**src/rtl/mbx_pkg.sv**
```systemverilog
package mbx_pkg;
  localparam int unsigned STAT_W = 4;
  localparam int unsigned REG_W  = 8;
  localparam int unsigned CNT_W  = 16;
  localparam int unsigned IEN_POS = STAT_W;
  localparam int unsigned DV_POS  = STAT_W + 1;

  typedef struct packed {
    logic              dv;
    logic              ien;
    logic [STAT_W-1:0] stat;
  } rsp_fields_t;

  function automatic logic [REG_W-1:0] pack_rsp(rsp_fields_t f);
    logic [REG_W-1:0] r;
    r = '0;
    r[STAT_W-1:0] = f.stat;
    r[IEN_POS]    = f.ien;
    r[DV_POS]     = f.dv;
    return r;
  endfunction
endpackage

```
**src/rtl/mbx_wdt_lock.sv**
```systemverilog
module mbx_wdt_lock #(
  parameter int unsigned CNT_W = 16
) (
  input  logic             clk_i,
  input  logic             rst_ni,
  input  logic             slv_rst_i,
  input  logic [CNT_W-1:0] wdt_cnt_i,
  output logic             hit_o,
  output logic             lock_o
);
  logic lock_q;

  assign hit_o = &wdt_cnt_i;

  always_ff @(posedge clk_i or negedge rst_ni) begin
    if (!rst_ni)        lock_q <= 1'b0;
    else if (slv_rst_i) lock_q <= 1'b0;
    else if (hit_o)     lock_q <= 1'b1;
  end

  assign lock_o = lock_q;
endmodule

```
**src/rtl/mbx_fields.sv**
```systemverilog
module mbx_fields
  import mbx_pkg::*;
(
  input  logic             clk_i,
  input  logic             rst_ni,
  input  logic             slv_rst_i,
  input  logic             slv_we_i,
  input  logic [REG_W-1:0] slv_wdata_i,
  input  logic             mst_we_i,
  input  logic [REG_W-1:0] mst_wdata_i,
  input  logic             hit_i,
  input  logic             lock_i,
  output rsp_fields_t      fields_o
);
  rsp_fields_t q, d;
  logic slv_set, mst_clr;

  assign slv_set = slv_we_i & slv_wdata_i[DV_POS];
  assign mst_clr = mst_we_i & ~mst_wdata_i[DV_POS];

  always_comb begin
    d = q;
    if (slv_we_i) d.ien = slv_wdata_i[IEN_POS];
    if (hit_i) begin
      d.stat = '0;
      d.dv   = 1'b1;
    end else begin
      if (slv_we_i && !lock_i) d.stat = slv_wdata_i[STAT_W-1:0];
      // set wins over clear; lock pins the flag
      if (slv_set)                d.dv = 1'b1;
      else if (mst_clr && !lock_i) d.dv = 1'b0;
    end
    if (slv_rst_i) d = '0;
  end

  always_ff @(posedge clk_i or negedge rst_ni) begin
    if (!rst_ni) q <= '0;
    else         q <= d;
  end

  assign fields_o = q;
endmodule

```
**src/rtl/mbx_irq.sv**
```systemverilog
module mbx_irq (
  input  logic ien_i,
  input  logic mreq_dv_i,
  output logic irq_o
);
  assign irq_o = ien_i & mreq_dv_i;
endmodule

```
**src/rtl/mbx_rsp_reg.sv**
```systemverilog
module mbx_rsp_reg
  import mbx_pkg::*;
(
  input  logic             clk_i,
  input  logic             rst_ni,
  input  logic             slv_rst_i,
  input  logic             slv_we_i,
  input  logic [7:0]       slv_wdata_i,
  output logic [7:0]       slv_rdata_o,
  input  logic             mst_we_i,
  input  logic [7:0]       mst_wdata_i,
  output logic [7:0]       mst_rdata_o,
  input  logic [15:0]      wdt_cnt_i,
  input  logic             mreq_dv_i,
  output logic             req_irq_o
);
  logic        wdt_hit, wdt_lock;
  rsp_fields_t fields;
  logic [REG_W-1:0] rd;

  mbx_wdt_lock #(.CNT_W(CNT_W)) u_lock (
    .clk_i(clk_i), .rst_ni(rst_ni), .slv_rst_i(slv_rst_i),
    .wdt_cnt_i(wdt_cnt_i), .hit_o(wdt_hit), .lock_o(wdt_lock)
  );

  mbx_fields u_fields (
    .clk_i(clk_i), .rst_ni(rst_ni), .slv_rst_i(slv_rst_i),
    .slv_we_i(slv_we_i), .slv_wdata_i(slv_wdata_i),
    .mst_we_i(mst_we_i), .mst_wdata_i(mst_wdata_i),
    .hit_i(wdt_hit), .lock_i(wdt_lock), .fields_o(fields)
  );

  mbx_irq u_irq (
    .ien_i(fields.ien), .mreq_dv_i(mreq_dv_i), .irq_o(req_irq_o)
  );

  assign rd          = pack_rsp(fields);
  assign slv_rdata_o = rd;
  assign mst_rdata_o = rd;
endmodule

```
**config.mk**
```make
export PLATFORM = sky130hd
export DESIGN_NAME = mbx_rsp_reg
export DESIGN_NICKNAME = d
export VERILOG_FILES = /design/src/rtl/mbx_pkg.sv /design/src/rtl/mbx_wdt_lock.sv /design/src/rtl/mbx_fields.sv /design/src/rtl/mbx_irq.sv /design/src/rtl/mbx_rsp_reg.sv
export SDC_FILE = /design/constraint.sdc
export NUM_CORES = 1
export LEC_CHECK = 0
export CORE_MARGIN = 4
export CORE_UTILIZATION = 26
export DETAILED_ROUTE_END_ITERATION = 10
export GPL_TIMING_DRIVEN = 0
export PLACE_DENSITY = 0.85
export SLEW_MARGIN = 15
export SYNTH_ARGS = -nofsm -noshare
export SYNTH_HDL_FRONTEND = slang
export SYNTH_SLANG_ARGS = --single-unit
export TNS_END_PERCENT = 30
```
**constraint.sdc**
```tcl
create_clock -name clk_i -period 3 [get_ports clk_i]
set_input_delay 0.9 -clock clk_i [delete_from_list [all_inputs] [get_ports clk_i]]
set_output_delay 0.9 -clock clk_i [all_outputs]
set_load 0.02 [all_outputs]
```
After elaboration in Yosys (flattened, before gate mapping)
Index checks and enable logic that the tools add are counted.
{ "word_totals": {"input_bits": 38, "elab_cells": 25, "out_inout_bits": 17, "regBits": 7} }
{ "op_classes": {"mux": 9, "bitwise": 4, "n_reduce_logical": 8} }
{ "op_table": {"columns": ["operator", "n"], "rows": [
  ["$reduce_and 16->1", 1],
  ["$mux 4", 2],
  ["$mux 1", 6],
  ["$mux 6", 1],
  ["$reduce_bool 2->1", 2],
  ["$reduce_bool 4->1", 1],
  ["$and 1x1->1", 3],
  ["$reduce_bool 3->1", 1],
  ["$logic_and 1x1->1", 2],
  ["$logic_not 1->1", 1],
  ["$not 1->1", 1]
]} }

Longest topological paths before layout
Gate-level depths: netlist (run 1).
{ "logic_depth": {"ltp_word": 7, "depth_mapped": 4, "ltp_nobuf": 3} }

Cells and area by module
Synthesis (run 1) repeated with hierarchy kept, for this count alone.
{ "unflattened": {"cells_unflattened": 41, "hier_area_um2": 420.4} }
{ "by_module_without_submodules": {"columns": ["module", "seq_area_each_um2", "cells_each", "n_inst", "area_each_um2"], "rows": [
  ["mbx_fields", 150.1, 22, 1, 256.5],
  ["mbx_rsp_reg", 0.0, 11, 1, 78.8],
  ["mbx_wdt_lock", 25.0, 7, 1, 78.8],
  ["mbx_irq", 0.0, 1, 1, 6.3]
]} }

Worst setup path after synthesis (run 1)
Ideal clock, no wire load.
{ "synth_timing": {"kind": "input port to output port", "startpoint": "input port mreq_dv_i", "endpoint": "output port req_irq_o", "arrival_ns": 1.110, "path_slack_ns": 0.990, "cell_stages": 1, "path_buffers": 0, "required_time_ns": 2.100, "cell_sequence": "and2_1"} }
{ "synth_between": {"elab_chain_cells": 1} }
{ "synth_lines": {"columns": ["element", "line", "rtl"], "rows": [
  ["start: declaration", "mbx_rsp_reg.sv:14", "input logic mreq_dv_i,"],
  ["$and 1x1->1", "mbx_irq.sv:6", "assign irq_o = ien_i & mreq_dv_i;"],
  ["end: declaration", "mbx_rsp_reg.sv:15", "output logic req_irq_o"]
]} }
Every way passes these cells.

Worst setup path after layout (run 1)
Same ends and word-level chain as after synthesis.

==> run metrics, run 1 <==
post-synth top area cell dfrtp_1; share of the synthesized area in the top cell type 0.417; clock buffer depth 2; status complete, no violations; vias in the first global route 450; post-DR wirelength/cell 10.6 um; Core Region 1520 um^2; nets 130; top cells by area, synth dfrtp_1, buf_4, mux2i_1; CP endpoint kind output pin; Fin Clk Skew 0.00421 ns; die area 2320 um^2; layout cells sized above 1 0.165; Synth top cells by count buf_4, dfrtp_1, mux2i_1; Syn. warnings 0; ys async rst share 1.00; mapped cell area 420 um^2; Post-CTS Hold Buffers 0; Resize count post-CTS 0; Tcrit/Tclk final 0.986; Setup TNS 0 ns; Initial Util 0.276; RR Startpoint u_lock.lock_o; prevailing post-synth register cell dfrtp_1; GP Congestion 0.707; Via Count 472; number of iterations in the first detailed-routing pass 4; Cell Pwr Density 322 nW/um^2; synth unique cells 16; largest net degree at the start of global routing 8; # DRC 0; Site Rows 14; htree depth 1; R2R Path End u_fields.fields_o[5]; RSZ-0062 raised after global routing no; worst hold endpoint u_lock.lock_o; LEAKAGE 0.391 nW; hold depth 2; Filler cells 143; first-pass GRT wire length 1690 um; CTS tree yes; CTS buffer count 3; R2R setup slack 1.76 ns; I/O pins 55; top-count cell post-synth buf_4; final wirelength 1130 um; total power 0.286 mW; # port buffers 41; Worst R2R Path Depth 3; Tot GR Track Use 0.107; chip width 48.2 um; root buf cell clkbuf_4; CP Launch Type input port; Iteration-0 DRC Markers 4; die height 48.2 um; vias per cell 4.41; antenna violations before repair 0; Rel. slew slack 0.575; Hold Fails Final Rpt 0; clock-pin transition on the worst setup and hold timing paths 0.05 ns; area growth from synthesis to layout 111%; Avg Inst Size Synth 9.78 um^2; Post-Synthesis Cells 43; Post-synth EDFFs 0; Final Critical Period 2.96 ns; Synth Register Bits 7; max-cap viol count 0; HPWL after DPL 1040 um; GRT Residual Overflow 0; Sink Count 7; ANT cells 0; final setup vio count 0; Fmax 0.338 GHz; Tightest Pin Transition 0.632 ns; critical path type in2out; antenna viol nets, final 0; Clock Latency Late Sink 0.24 ns; crit-path max FO 1; post-synthesis sequential area ratio 0.417; crit path DAT 2.06 ns; Slew Limit Fails 0; worst hold-check path type reg2reg; Worst Min Path Start u_lock.lock_o; Post-CTS Setup Bufs 0; Data required, critical path 2.10 ns; IR drop worst, VDD 180 uV
[how the worst max path moves through the flow]
stage / depth (start not counted) / slack (ns) / start / endpoint
global route: 3 / 0.003 / mreq_dv_i / req_irq_o
detailed placement: 3 / 0.04 / mreq_dv_i / req_irq_o
CTS: 3 / 0.03 / mreq_dv_i / req_irq_o
global placement: 3 / 0.05 / mreq_dv_i / req_irq_o
finish: 3 / 0.04 / mreq_dv_i / req_irq_o
floorplan: 1 / 0.99 / mreq_dv_i / req_irq_o
[placed cells by master (no fill, tap or decap)]
master	Yosys	final
clkdlybuf4s50_1	0	41
buf_4	11	11
dfrtp_1	7	7
mux2i_1	5	5
nand4_1	4	4
nor3_1	4	4
conb_1	1	4
clkbuf_4	0	3
clkbuf_1	1	2
a21oi_1	2	2
and2_1	1	1
nor4_1	1	1
nand2b_1	1	1
or4_1	1	1
or3b_2	1	1
a22oi_1	1	1
inv_1	1	1
nor2_1	1	1
[cell type report]
| type | instances | area, um^2 | area share |
|---|---|---|---|
| Timing Repair Buffer | 41 | 410 | 0.462 |
| Sequential cell | 7 | 175 | 0.197 |
| Multi-Input combinational cell | 26 | 166 | 0.187 |
| Buffer | 12 | 86.3 | 0.0972 |
| Clock buffer | 4 | 26.3 | 0.0296 |
| Tap cell | 16 | 20.0 | 0.0225 |
| Inverter | 1 | 3.75 | 0.00423 |
[where the power goes]
part           internal [mW]  leakage, nW  switching [mW]
clock                 0.0506       0.0150          0.0318
sequential            0.0993       0.0936         0.00340
combinational         0.0645        0.282          0.0362
[registers in the layout (all words and copies together), names as in the netlist]
name and flops:
u_fields.fields_o 6, u_lock.lock_o 1
[cells by family after synthesis]
kind of cell | after synthesis | synth area share
AO/OA/AOI/OAI | 3 | 0.0417
buffers and inverters | 13 | 0.214
flip-flops | 7 | 0.417
multiplexers | 5 | 0.119
other | 1 | 0.00892
AND/OR/NAND/NOR | 14 | 0.199
[worst max-delay path, stage by stage]
cell and delay (ns):
clkdlybuf4s50_1 0.46, and2_1 0.11, clkdlybuf4s50_1 0.59
[routing by layer]
layer / GRT usage / routed length, um / vias up
met3: 0.0443 / 180 / 2
met4: 0.0484 / 6 / 0
met5: 0 / 0 / -
li1: - / - / 236
met1: 0.0950 / 353 / 204
met2: 0.203 / 590 / 30
[metrics by stage]
step                      instances  cell area [um^2]  hold WS, ns  worst slack, ns   util
after global routing            107               888        0.588          0.00272  0.583
after detailed placement        103               862        0.531           0.0384  0.566
after CTS                       107               888        0.539           0.0324  0.583
after floorplan                  46               432        0.489            0.990      -
final                           107               888        0.538           0.0410  0.583
after global placement          103               862        0.526           0.0468  0.566
Note: power is estimated with default switching activity, not from simulation.
==> run 2, diff against run 1 <==
Settings changed: CORE_MARGIN 4 to 5.
==> run metrics, run 2 (synthesis results as in run 1) <==
placed cell areas 862 um^2 (unchanged); ANT cells 0 (unchanged); antenna violations before repair 0 (unchanged); post-DR wirelength/cell 12.2 um (was 10.6 um); CP endpoint kind output pin (unchanged); RR Startpoint u_lock.lock_o (unchanged); chip width 50.2 um (was 48.2 um); LEAKAGE 0.408 nW (was 0.391 nW); Data required, critical path 2.10 ns (about the same); # DRC 0 (unchanged); I/O pins 55 (unchanged); HPWL after DPL 1180 um (was 1040 um); GP Congestion 0.667 (was 0.707); Final Critical Period 2.56 ns (was 2.96 ns); Iteration-0 DRC Markers 0 (was 4); Site Rows 14 (unchanged); Util after Layout 0.585 (was 0.583); final setup vio count 0 (unchanged); Multi-input gate area 166 um^2 (unchanged); Tightest Pin Transition 0.697 ns (was 0.632 ns); max-cap viol count 0 (unchanged); Post-CTS Setup Bufs 0 (unchanged); Tcrit/Tclk final 0.854 (was 0.986); register area 175 um^2 (unchanged); largest net degree at the start of global routing 8 (unchanged); die height 50.2 um (was 48.2 um); GRT Residual Overflow 0 (unchanged); Filler cells 140 (was 143); clock buffer depth 2 (unchanged); worst setup path startpoint mreq_dv_i (unchanged); final wirelength 1300 um (was 1130 um); htree depth 1 (unchanged); area growth from synthesis to layout 112% (was 111%); most common cell after layout, fill and taps aside clkdlybuf4s50_1 (unchanged); first-pass GRT wire length 2150 um (was 1690 um); clock-pin transition on the worst setup and hold timing paths 0.05 ns (about the same); final hold slack 0.541 ns (was 0.538 ns); Initial Util 0.276 (unchanged); Psw 0.0743 mW (was 0.0714 mW); Clock power frac 0.294 (was 0.288); number of iterations in the first detailed-routing pass 1 (was 4); Hold Fails Final Rpt 0 (unchanged); CP Launch Type input port (unchanged); critical path type in2out (unchanged); antenna viol nets, final 0 (unchanged); Reg power frac 0.357 (was 0.359); root buf cell clkbuf_4 (unchanged); Via Count 483 (was 472); Setup TNS 0 ns (unchanged); max FFs per register 6 (unchanged); CTS buffer count 3 (unchanged); Rel. slew slack 0.531 (was 0.575); DP Cell Count 103 (unchanged); RSZ-0062 raised after global routing no (unchanged); crit-path max FO 1 (unchanged); crit path DAT 1.66 ns (was 2.06 ns); Tot GR Track Use 0.113 (was 0.107); Worst Min Path Start u_lock.lock_o (unchanged); Core Region 1520 um^2 (unchanged); # port buffers 41 (unchanged); Cell Pwr Density 324 nW/um^2 (was 322 nW/um^2); final setup margin 0.439 ns (was 0.0410 ns); commonest cells after routing, fill and taps aside clkdlybuf4s50_1, buf_4, dfrtp_1, mux2i_1 (unchanged); Fin Clk Skew 0.00355 ns (was 0.00421 ns); Sink Count 7 (unchanged); internal power 0.214 mW (about the same); non-filler cells, final 107 (unchanged); total power 0.289 mW (was 0.286 mW); nets 130 (unchanged); vias in the first global route 543 (was 450); Gate power share 0.348 (was 0.352); CTS tree yes (unchanged); status complete, no violations (unchanged); Fmax 0.391 GHz (was 0.338 GHz); Slew Limit Fails 0 (unchanged); layout cells sized above 1 0.165 (unchanged); IR drop worst, VDD 145 uV (was 180 uV); setup slack after placement 0.0559 ns (was 0.0384 ns); worst hold-check path type reg2reg (unchanged); Clock Latency Late Sink 0.25 ns (was 0.24 ns); Design Area, Final 891 um^2 (was 888 um^2); switch share 0.258 (was 0.250); vias per cell 4.51 (was 4.41); die area 2520 um^2 (was 2320 um^2)
-- run 2: metal layers --
layer  vias up  global-route usage  routed length [um]
met2        28               0.211                 721
met4         0              0.0786                   8
met1       221               0.101                 435
met3         2              0.0325                 136
met5         -                   0                   0
li1        232                   -                   -
-- run 2: cell type report --
class / instances / area share
well taps: 16 / 0.0225
clock buffers: 4 / 0.0295
repair buffers: 41 / 0.463
flip-flops and latches: 7 / 0.197
multi-input cells: 26 / 0.187
inverters: 1 / 0.00421
plain buffers: 12 / 0.0969
-- run 2: critical path: stages --
cell             delay, ns
clkdlybuf4s50_1       0.44
and2_1                0.10
dlymetal6s2s_1        0.21
-- run 2: power by group through the flow --
stage | Clock, mW | Combinational (mW) | Sequential [mW]
floorplan | 0 | 0.0350 | 0.109
detailed placement | 0 | 0.102 | 0.105
global placement | 0 | 0.0996 | 0.104
finish | 0.0850 | 0.101 | 0.103
global route | 0.0933 | 0.107 | 0.104
CTS | 0.0896 | 0.102 | 0.103
-- run 2: final timing paths --
| check | to | depth (start not counted) | slack, ns |
|---|---|---|---|
| max reg2reg | u_fields.fields_o[5] | 3 | 1.74 |
| max in group asynchronous | u_lock.lock_o | 1 | 1.87 |
| min | u_lock.lock_o | 2 | 0.54 |
| min reg2reg | u_lock.lock_o | 2 | 0.54 |
| min in group asynchronous | u_fields.fields_o[3] | 1 | 0.90 |
| max | req_irq_o | 3 | 0.44 |
-- run 2: what timing repair did --
item                                    CTS  global route
gates resized for setup                   0             1
endpoints found under the setup margin    0             1
hold buffers                              0             0
